[src/rtl/twc_pkg.sv]
package twc_pkg;

  localparam int DIV_W = 8;
  localparam int EXP_W = 3;

  typedef enum logic [1:0] {
    PH_IDLE = 2'd0,
    PH_LOW  = 2'd1,
    PH_HIGH = 2'd2
  } phase_e;

  // Packed so that exp sits in [18:16], hi in [15:8], lo in [7:0]
  typedef struct packed {
    logic [EXP_W-1:0] exp;
    logic [DIV_W-1:0] hi;
    logic [DIV_W-1:0] lo;
  } wave_cfg_t;

  localparam int CFG_W = $bits(wave_cfg_t);

endpackage

[src/rtl/twc_cfg_regs.sv]
module twc_cfg_regs
  import twc_pkg::*;
#(
  parameter int MAX_EXP = 5
) (
  input  logic             clk,
  input  logic             rst_n,
  input  logic             wr_en,
  input  logic [CFG_W-1:0] wr_cfg,
  input  logic             soft_rst,
  input  logic             load_act,
  output wave_cfg_t        act_cfg
);

  localparam int EXP_MAX_ENC = (1 << EXP_W) - 1;

  wave_cfg_t prog_q, prog_d;
  wave_cfg_t act_q, act_d;
  wave_cfg_t prog_clamped;

  // programmed register: software reset has priority over a write
  always_comb begin
    prog_d = prog_q;
    if (soft_rst) begin
      prog_d = '0;
    end else if (wr_en) begin
      prog_d = wave_cfg_t'(wr_cfg);
    end
  end

  generate
    if (MAX_EXP < EXP_MAX_ENC) begin : g_clamp
      always_comb begin
        prog_clamped = prog_q;
        if (prog_q.exp > EXP_W'(MAX_EXP)) begin
          prog_clamped.exp = EXP_W'(MAX_EXP);
        end
      end
    end else begin : g_pass
      always_comb begin
        prog_clamped = prog_q;
      end
    end
  endgenerate

  // active copy only moves at a phase boundary
  always_comb begin
    act_d = act_q;
    if (load_act) begin
      act_d = prog_clamped;
    end
  end

  always_ff @(posedge clk or negedge rst_n) begin
    if (!rst_n) begin
      prog_q <= '0;
      act_q  <= '0;
    end else begin
      prog_q <= prog_d;
      act_q  <= act_d;
    end
  end

  assign act_cfg = act_q;


  soft_clear_chk: assert property (@(posedge clk) disable iff (!rst_n)
    soft_rst |=> (prog_q == '0));


  exp_limit_chk: assert property (@(posedge clk) disable iff (!rst_n)
    act_q.exp <= EXP_W'(MAX_EXP));

endmodule

[src/rtl/twc_len_calc.sv]
module twc_len_calc
  import twc_pkg::*;
#(
  parameter int OFFSET = 4,
  parameter int CNT_W  = 13
) (
  input  logic [DIV_W-1:0] div,
  input  logic [EXP_W-1:0] exp,
  output logic [CNT_W-1:0] len_m1
);

  logic [CNT_W-1:0] scaled;

  // phase length minus one: (div << exp) + OFFSET - 1
  assign scaled = CNT_W'(div) << exp;
  assign len_m1 = scaled + CNT_W'(OFFSET - 1);

endmodule

[src/rtl/twc_phase_ctl.sv]
module twc_phase_ctl
  import twc_pkg::*;
#(
  parameter int CNT_W = 13
) (
  input  logic             clk,
  input  logic             rst_n,
  input  logic             enable,
  input  logic             scl_in,
  input  logic [CNT_W-1:0] lo_len_m1,
  input  logic [CNT_W-1:0] hi_len_m1,
  output logic             load_act,
  output logic             scl_q,
  output logic             tgl_q
);

  phase_e           st_q, st_d;
  logic [CNT_W-1:0] cnt_q, cnt_d;
  logic [CNT_W-1:0] cur_len;
  logic             last_cnt;
  logic             scl_d, tgl_d;

  assign cur_len  = (st_q == PH_HIGH) ? hi_len_m1 : lo_len_m1;
  assign last_cnt = (cnt_q == cur_len);

  always_comb begin
    st_d     = st_q;
    cnt_d    = cnt_q;
    load_act = 1'b0;
    if (!enable) begin
      st_d  = PH_IDLE;
      cnt_d = '0;
    end else begin
      case (st_q)
        PH_IDLE: begin
          st_d     = PH_LOW;
          cnt_d    = '0;
          load_act = 1'b1;
        end
        PH_LOW: begin
          if (last_cnt) begin
            st_d     = PH_HIGH;
            cnt_d    = '0;
            load_act = 1'b1;
          end else begin
            cnt_d = cnt_q + CNT_W'(1);
          end
        end
        PH_HIGH: begin
          // count only while the line is really high (stretching)
          if (scl_in) begin
            if (last_cnt) begin
              st_d     = PH_LOW;
              cnt_d    = '0;
              load_act = 1'b1;
            end else begin
              cnt_d = cnt_q + CNT_W'(1);
            end
          end
        end
        default: begin
          st_d  = PH_IDLE;
          cnt_d = '0;
        end
      endcase
    end
  end

  assign scl_d = (st_d != PH_LOW);
  assign tgl_d = scl_d ^ scl_q;

  always_ff @(posedge clk or negedge rst_n) begin
    if (!rst_n) begin
      st_q  <= PH_IDLE;
      cnt_q <= '0;
      scl_q <= 1'b1;
      tgl_q <= 1'b0;
    end else begin
      st_q  <= st_d;
      cnt_q <= cnt_d;
      scl_q <= scl_d;
      tgl_q <= tgl_d;
    end
  end


  idle_release_chk: assert property (@(posedge clk) disable iff (!rst_n)
    !enable |=> (scl_q && (cnt_q == '0)));


  stretch_hold_chk: assert property (@(posedge clk) disable iff (!rst_n)
    (enable && (st_q == PH_HIGH) && !scl_in) |=> ($stable(cnt_q) && (st_q == PH_HIGH)));


  cnt_bound_chk: assert property (@(posedge clk) disable iff (!rst_n)
    (st_q != PH_IDLE) |-> (cnt_q <= cur_len));

endmodule

[src/rtl/two_wire_clkgen.sv]
module two_wire_clkgen
  import twc_pkg::*;
#(
  parameter int OFFSET  = 4,
  parameter int MAX_EXP = 5,
  parameter int DATA_W  = 32
) (
  input  logic              clk,
  input  logic              rst_n,
  input  logic              cfg_wr_en,
  input  logic [DATA_W-1:0] cfg_wr_data,
  input  logic              soft_rst,
  input  logic              master_en,
  input  logic              gen_run,
  input  logic              scl_in,
  output logic              scl_out,
  output logic              phase_tgl
);

  localparam int MAX_LEN = (((1 << DIV_W) - 1) << MAX_EXP) + OFFSET;
  localparam int CNT_W   = $clog2(MAX_LEN + 1);

  logic             rst_meta_q, rst_sync_q;
  logic             gen_enable;
  logic             load_act;
  wave_cfg_t        act_cfg;
  logic [CNT_W-1:0] lo_len_m1, hi_len_m1;
  logic             unused_hi_bits;

  // asynchronous assert, synchronous release
  always_ff @(posedge clk or negedge rst_n) begin
    if (!rst_n) begin
      rst_meta_q <= 1'b0;
      rst_sync_q <= 1'b0;
    end else begin
      rst_meta_q <= 1'b1;
      rst_sync_q <= rst_meta_q;
    end
  end

  assign gen_enable     = master_en & gen_run;
  assign unused_hi_bits = ^cfg_wr_data[DATA_W-1:CFG_W];

  twc_cfg_regs #(
    .MAX_EXP (MAX_EXP)
  ) i_cfg (
    .clk      (clk),
    .rst_n    (rst_sync_q),
    .wr_en    (cfg_wr_en),
    .wr_cfg   (cfg_wr_data[CFG_W-1:0]),
    .soft_rst (soft_rst),
    .load_act (load_act),
    .act_cfg  (act_cfg)
  );

  twc_len_calc #(
    .OFFSET (OFFSET),
    .CNT_W  (CNT_W)
  ) i_len_lo (
    .div    (act_cfg.lo),
    .exp    (act_cfg.exp),
    .len_m1 (lo_len_m1)
  );

  twc_len_calc #(
    .OFFSET (OFFSET),
    .CNT_W  (CNT_W)
  ) i_len_hi (
    .div    (act_cfg.hi),
    .exp    (act_cfg.exp),
    .len_m1 (hi_len_m1)
  );

  twc_phase_ctl #(
    .CNT_W (CNT_W)
  ) i_phase (
    .clk       (clk),
    .rst_n     (rst_sync_q),
    .enable    (gen_enable),
    .scl_in    (scl_in),
    .lo_len_m1 (lo_len_m1),
    .hi_len_m1 (hi_len_m1),
    .load_act  (load_act),
    .scl_q     (scl_out),
    .tgl_q     (phase_tgl)
  );


  tgl_match_chk: assert property (@(posedge clk) disable iff (!rst_sync_q)
    phase_tgl == (scl_out != $past(scl_out)));


  cfg_at_boundary_chk: assert property (@(posedge clk) disable iff (!rst_sync_q)
    !$stable(act_cfg) |-> phase_tgl);

endmodule

[config.mk]
export PLATFORM = sky130hd
export DESIGN_NAME = two_wire_clkgen
export DESIGN_NICKNAME = d
export VERILOG_FILES = /design/src/rtl/twc_pkg.sv /design/src/rtl/twc_cfg_regs.sv /design/src/rtl/twc_len_calc.sv /design/src/rtl/twc_phase_ctl.sv /design/src/rtl/two_wire_clkgen.sv
export SDC_FILE = /design/constraint.sdc
export NUM_CORES = 1
export LEC_CHECK = 0
export ABC_AREA = 1
export BUFFER_PORTS_ARGS = -buffer_cell sky130_fd_sc_hd__buf_2
export CORE_MARGIN = 4
export CORE_UTILIZATION = 55
export CTS_CLUSTER_SIZE = 8
export DETAILED_ROUTE_END_ITERATION = 10
export GPL_ROUTABILITY_DRIVEN = 0
export GPL_TIMING_DRIVEN = 0
export PLACE_DENSITY_LB_ADDON = 0.3
export SLEW_MARGIN = 20
export SYNTH_ARGS = -nofsm -noshare
export SYNTH_HDL_FRONTEND = slang
export SYNTH_HIERARCHICAL = 1
export SYNTH_SLANG_ARGS = --single-unit
export TNS_END_PERCENT = 50
[constraint.sdc]
create_clock -name clk -period 1.9 [get_ports clk]
set_input_delay 0.095 -clock clk [delete_from_list [all_inputs] [get_ports clk]]
set_output_delay 0.095 -clock clk [all_outputs]
set_load 0.005 [all_outputs]
* Word level (Yosys, flattened, before mapping)
Cells that the tools add are included.
Widths: inputs -> output; s select.
** Storage, ports and cells
- Flip-flop bits (word level) :: 57
- Input port bits :: 39
- Output and inout port bits :: 2
- Logic and storage cells :: 44
** Operators by class
- Add/subtract/negate cells :: 3
- $lt $le $gt $ge :: 1
- Equality and inequality tests :: 5
- Shift-type cells :: 2
- Mux-type cells :: 17
- Bitwise gates (word level) :: 2
- Reduce and logical (&&, ||, !) cells :: 2
** Operator list (count)
- $mux 13 :: 4
- $mux 19 :: 2
- $add 13x2->13 const B :: 2
- $pmux 13 s2 :: 1
- $shl 8x3->13 :: 2
- $add 13x1->13 const B :: 1
- $eq 13x13->1 :: 1
- $mux 2 :: 4
- $pmux 2 s3 :: 1
- $gt 3x3->1 const B :: 1
- $mux 1 :: 3
- $mux 3 :: 1
- $ne 3x3->1 const B :: 1
- $pmux 1 s3 :: 1
- $eq 2x1->1 const B :: 1
- $eq 2x2->1 const B :: 1
- $logic_not 2->1 :: 1
- $ne 2x1->1 const B :: 1
- $reduce_bool 2->1 :: 1
- $and 1x1->1 :: 1
- $xor 1x1->1 :: 1

* Depth between registers and ports, before layout
- Depth after elaboration :: 10
- Gate-level depth with buffers :: 29

* By module
The synthesis kept the hierarchy.
** Modules (own cells, without submodules)
- twc_cfg_regs :: instances 1, cells an instance 164, area each 1510.2 µm², sequential area each 950.9 µm²
- twc_phase_ctl :: instances 1, cells an instance 213, area each 1397.6 µm², sequential area each 426.7 µm²
- twc_len_calc :: instances 2, cells an instance 116, area each 620.6 µm², sequential area each 0.0 µm²
- two_wire_clkgen :: instances 1, cells an instance 5, area each 61.3 µm², sequential area each 50.0 µm²

* Worst setup path after synthesis
OpenSTA, ideal clock, no wires.
- Path type :: register to register
- Start point :: reg i_cfg.act_q, in the netlist i_cfg/act_cfg[16]
- End point :: reg i_cfg.act_q, in the netlist i_cfg/act_cfg[10]
- Library setup time :: 0.065 ns
- Data arrival time :: 2.888 ns
- Required time :: 1.835 ns
- Slack :: -1.053 ns
- Cell stages (with the launch flop) :: 30
- Path buffers :: 3
- Path through :: dfrtp_1 > buf_6 > inv_8 > nand2_4 > nor2_2 > nand2_1 > ha_1 > inv_1 > nand3_2 > nor2_4 > nand2_1 > nor2_2 > nand3_1 > nand2_1 > inv_1 > nand2_1 > nand2_1 > nand2_1 > nand2_1 > nor2_1 > nand2_1 > nor2_2 > nand3_1 > nor2_1 > nor2_1 > a21oi_1 > buf_4 > buf_2 > nand2_1 > nand2_1
** On the way
- Cells in the longest elaborated chain, start to end :: 8
- Elaborated cells between the ends (all ways) :: 10
- Classes of those cells :: add/sub: 2; eq/ne: 1; shift: 2; mux: 5
** RTL lines
- from (decl) :: line twc_cfg_regs.sv:18 : wave_cfg_t act_q, act_d;
- from (signal assigned) :: line twc_cfg_regs.sv:60 : act_q <= act_d;
- $shl 8x3->13 * :: line twc_len_calc.sv:15 : assign scaled = CNT_W'(div) << exp;
- $add 13x2->13 * :: line twc_len_calc.sv:16 : assign len_m1 = scaled + CNT_W'(OFFSET - 1);
- net lo_len_m1[0] :: line two_wire_clkgen.sv:27 : logic [CNT_W-1:0] lo_len_m1, hi_len_m1;
- $mux 13 * :: line twc_phase_ctl.sv:23 : assign cur_len = (st_q == PH_HIGH) ? hi_len_m1 : lo_len_m1;
- $eq 13x13->1 * :: line twc_phase_ctl.sv:24 : assign last_cnt = (cnt_q == cur_len);
- $mux 1 * :: line twc_phase_ctl.sv:41, twc_phase_ctl.sv:52
- $mux 1 :: line twc_phase_ctl.sv:51 : if (scl_in) begin
- $pmux 1 s3 * :: line twc_phase_ctl.sv:34 : case (st_q)
- $mux 1 * :: line twc_phase_ctl.sv:30 : if (!enable) begin
- net load_act :: line two_wire_clkgen.sv:25 : logic load_act;
The timed path passes the listed nets; every way through them passes the cells marked *.
A chain may end at the register's enable or synchronous reset.

* Worst setup path after layout
- Start point :: reg i_cfg.act_q, in the netlist i_cfg/act_cfg[16]
- End point :: reg i_cfg.act_q, in the netlist i_cfg/act_cfg[4]
** On the way
- Cells in the longest elaborated chain, start to end :: 8
- Elaborated cells between the ends (all ways) :: 10
- Classes of those cells :: add/sub: 2; eq/ne: 1; shift: 2; mux: 5
** RTL lines (line)
- $shl 8x3->13 * :: twc_len_calc.sv:15
- $add 13x2->13 * :: twc_len_calc.sv:16
- net hi_len_m1[0] :: two_wire_clkgen.sv:27
- $mux 13 * :: twc_phase_ctl.sv:23
- $eq 13x13->1 * :: twc_phase_ctl.sv:24
- $mux 1 * :: twc_phase_ctl.sv:41, twc_phase_ctl.sv:52
- $mux 1 :: twc_phase_ctl.sv:51
- $pmux 1 s3 * :: twc_phase_ctl.sv:34
- $mux 1 * :: twc_phase_ctl.sv:30
- net load_act :: two_wire_clkgen.sv:25
Marks and branches as above.

==> results.yml <==
layout:
  drive_above_1_share_pct: 27.23
  register_area_sq_um: 1434
  antenna_cells: 0
  final.fill_count: 534
  fin_nets: 746
  multiInputGateArea_sq_um: 2535
  areaGrowthSynthToFinish_pct: 25.56
  final_cells: 804
  mostFrequentLayoutCells: "nand2_1 (236), nand3_1 (78), dfrtp_1 (53), inv_1 (45), buf_2 (30)"
  mostFrequentLayoutCell: "nand2_1"
cts:
  cts_buffers: 9
  clock_path_buffers: 2
  root_buffer: "clkbuf_8"
  cts_tree: "done"
  worstSkewPairLatency_ns: 0.35
  htree_levels: 3
  cts_sinks: 57
  clk_pin_slew_ns: 0.07
run:
  maxCapViolCount: 0
die:
  core_sq_um: 7331
  die_w_um: 95.50
  pin_count: 41
  dieArea_sq_um: 9119
  die_y_um: 95.50
  start_util_pct: 57.43
  rows: 31
sta:
  period_share_pct: 169.6
  skew_ns: 0.009392
  slew_viol_final: 0
  tns_ns: -42.16
  setup_ws_ns: -1.322
  rsz0062_at_grt: "true"
  fin_crit_ns: 3.222
  hold_viol_final: 0
  setup_viol_count_final: 36
  relSlewSlack_pct: 52.31
  worst_pin_slew_ns: 0.7154
  max_clock_freq_mhz: 310.4
global_route:
  grt_max_degree: 56
  grt_pass1_vias: 4328
  gr-total-overflow: 0
  grt_antenna_before_repair: 0
  track_usage_pct: 27.06
  grt_pass1_wl_um: 19450
place:
  dp_hpwl_um: 7223
  dp.cells: 740
  port_buffers: 27
  dp_worst_setup_slack_ns: -1.527
synthesis:
  synth_ff_type: "dfrtp_1"
  synth_area_sq_um: 4210
  synthCells: 614
  synth_edf_count: 0
  synth_nets: 660
  syn_area_per_cell_sq_um: 6.857
  synth_area_leaders: "dfrtp_1 (33%), nand2_1 (23%), nand3_1 (10%), inv_1 (4.3%), nand3_2 (3.6%)"
  ys_warn_count: 6
  synth_top_area_cell: "dfrtp_1"
  ys_seq_area_share_pct: 33.91
  ys_types: 38
  synth_seq_cells: 57
  netlist.area_leader.share_pct: 33.28
  synthArstFlopShare_pct: 100.0
worst_setup_path:
  cp_num_buf_inv: 6
  cp_slowest_cell: "dfrtp_1"
  required_ns: 2.19
  path_common_cell: "nand2_1"
  worst-r2r-cell-count: 29
  crit_fanout: 8
  cpLargestDelayFamily: "simple AND/OR/NAND/NOR gates"
  start_kind: "flop"
  cp.depth: 29
  critical-path-max-stage-delay_ns: 0.43
  crit_type: "flop to flop"
  endpoint_kind: "flop"
  crit_arrival_ns: 3.51
routing:
  ant_nets: 0
  first_pass_iters: 4
  vias: 4407
  drt_iter0_drc: 394
  vias_per_cell: 5.481
  wl_per_cell_um: 14.06
  drc: 0
  drt-total-wl_um: 11300
hold_path:
  holdPathStages: 3
  holdCritPathClass: "primary input to flop"
pwr:
  ir_worst_vdd_mv: 0.5037
  power.leakage_nw: 2.717
  cellPowerDensity_nw_per_um2: 692.8
  finalPower_w: 0.003662
outcome:
  violations: "negative setup slack"
  outcome: "finished, violations left"
## metrics by stage
stage | instance area [sq um] | utilization (%) | hold slack, ns
global route | 5286 | 72.11 | 0.03467
CTS | 5154 | 70.30 | 0.002454
floorplan | 4232 | - | -0.2006
detailed placement | 4494 | 61.31 | -0.1191
finish | 5286 | 72.11 | 0.01254
global placement | 4491 | 61.26 | -0.1199
## registers in the layout, summed over array words and instances, names as in the netlist
name / flops
i_phase/tgl_q: 1
i_phase/cnt_q: 13
i_cfg/prog_clamped: 16
i_cfg/act_cfg: 19
i_cfg/prog_q: 3
rst_meta_q: 1
i_phase/st_q: 2
i_phase/scl_q: 1
rst_sync_q: 1
## layer usage
layer / wire (um) / part of all wire (%) / track usage [%]
met4: 197 / 1.7 / 8.768
met1: 4892 / 43 / 34.93
met3: 572 / 5.1 / 4.499
met2: 5641 / 50 / 46.18
met5: 0 / 0 / 0
## tightest hold or removal path, stage by stage
cell     delay (ns)
buf_2          0.07
nand3_1        0.08
nand2_1        0.08
## what timing repair did
action,CTS,global route
gates cloned,2,1
hold buffers,19,0
pin swaps,15,12
endpoints found under the hold margin,20,0
setup endpoints to repair,36,36
resized for setup,28,27
buffers inserted,23,3
## logic make-up after synthesis
logic type      share of synthesized area, %
compound gates                         5.973
xor+xnor                               2.704
fa+ha+maj                              2.080
buf+inv                                10.22
flops                                  33.91
other cells                          0.08907
simple gates                           45.02
## synth_stat cells (all sizes together), types with 3 or more instances
| cell type | number |
|---|---|
| xor2 | 13 |
| dfrtp | 56 |
| nor2 | 32 |
| nand2 | 269 |
| ha | 7 |
| o22ai | 6 |
| nand4 | 4 |
| inv | 65 |
| nand3 | 99 |
| o211ai | 4 |
| a21oi | 10 |
| nor3 | 3 |
| o21ai | 18 |
| buf | 16 |
## worst paths after layout
check / slack [ns] / start / end
max in group asynchronous: 0.99 / rst_sync_q$_DFF_PN0_ / i_cfg/act_cfg[18]$_DFFE_PN0P_
min in group asynchronous: 0.07 / rst_n / rst_sync_q$_DFF_PN0_
setup / recovery: -1.32 / i_cfg/act_cfg[16]$_DFFE_PN0P_ / i_cfg/act_cfg[4]$_DFFE_PN0P_
hold / removal: 0.01 / cfg_wr_data[0] / i_cfg/prog_clamped[0]$_DFFE_PN0P_
hold reg to reg: 0.36 / rst_meta_q$_DFF_PN0_ / rst_sync_q$_DFF_PN0_
setup reg to reg: -1.32 / i_cfg/act_cfg[16]$_DFFE_PN0P_ / i_cfg/act_cfg[4]$_DFFE_PN0P_
## where the power goes
group	internal, W	switching, W
logic	0.000481	0.000725
registers	0.00130	0.000126
clock network	0.000480	0.000552
## cell type report
cell class	count	share of cell area, %
timing repair buffer	75	10.44
inverter	65	4.947
buffer	18	3.834
clock buffer	9	2.343
clock inverter	7	1.018
multi-input combinational	474	47.95
sequential	57	27.12
tap	99	2.343
Note: power is estimated with default switching activity, not from simulation.
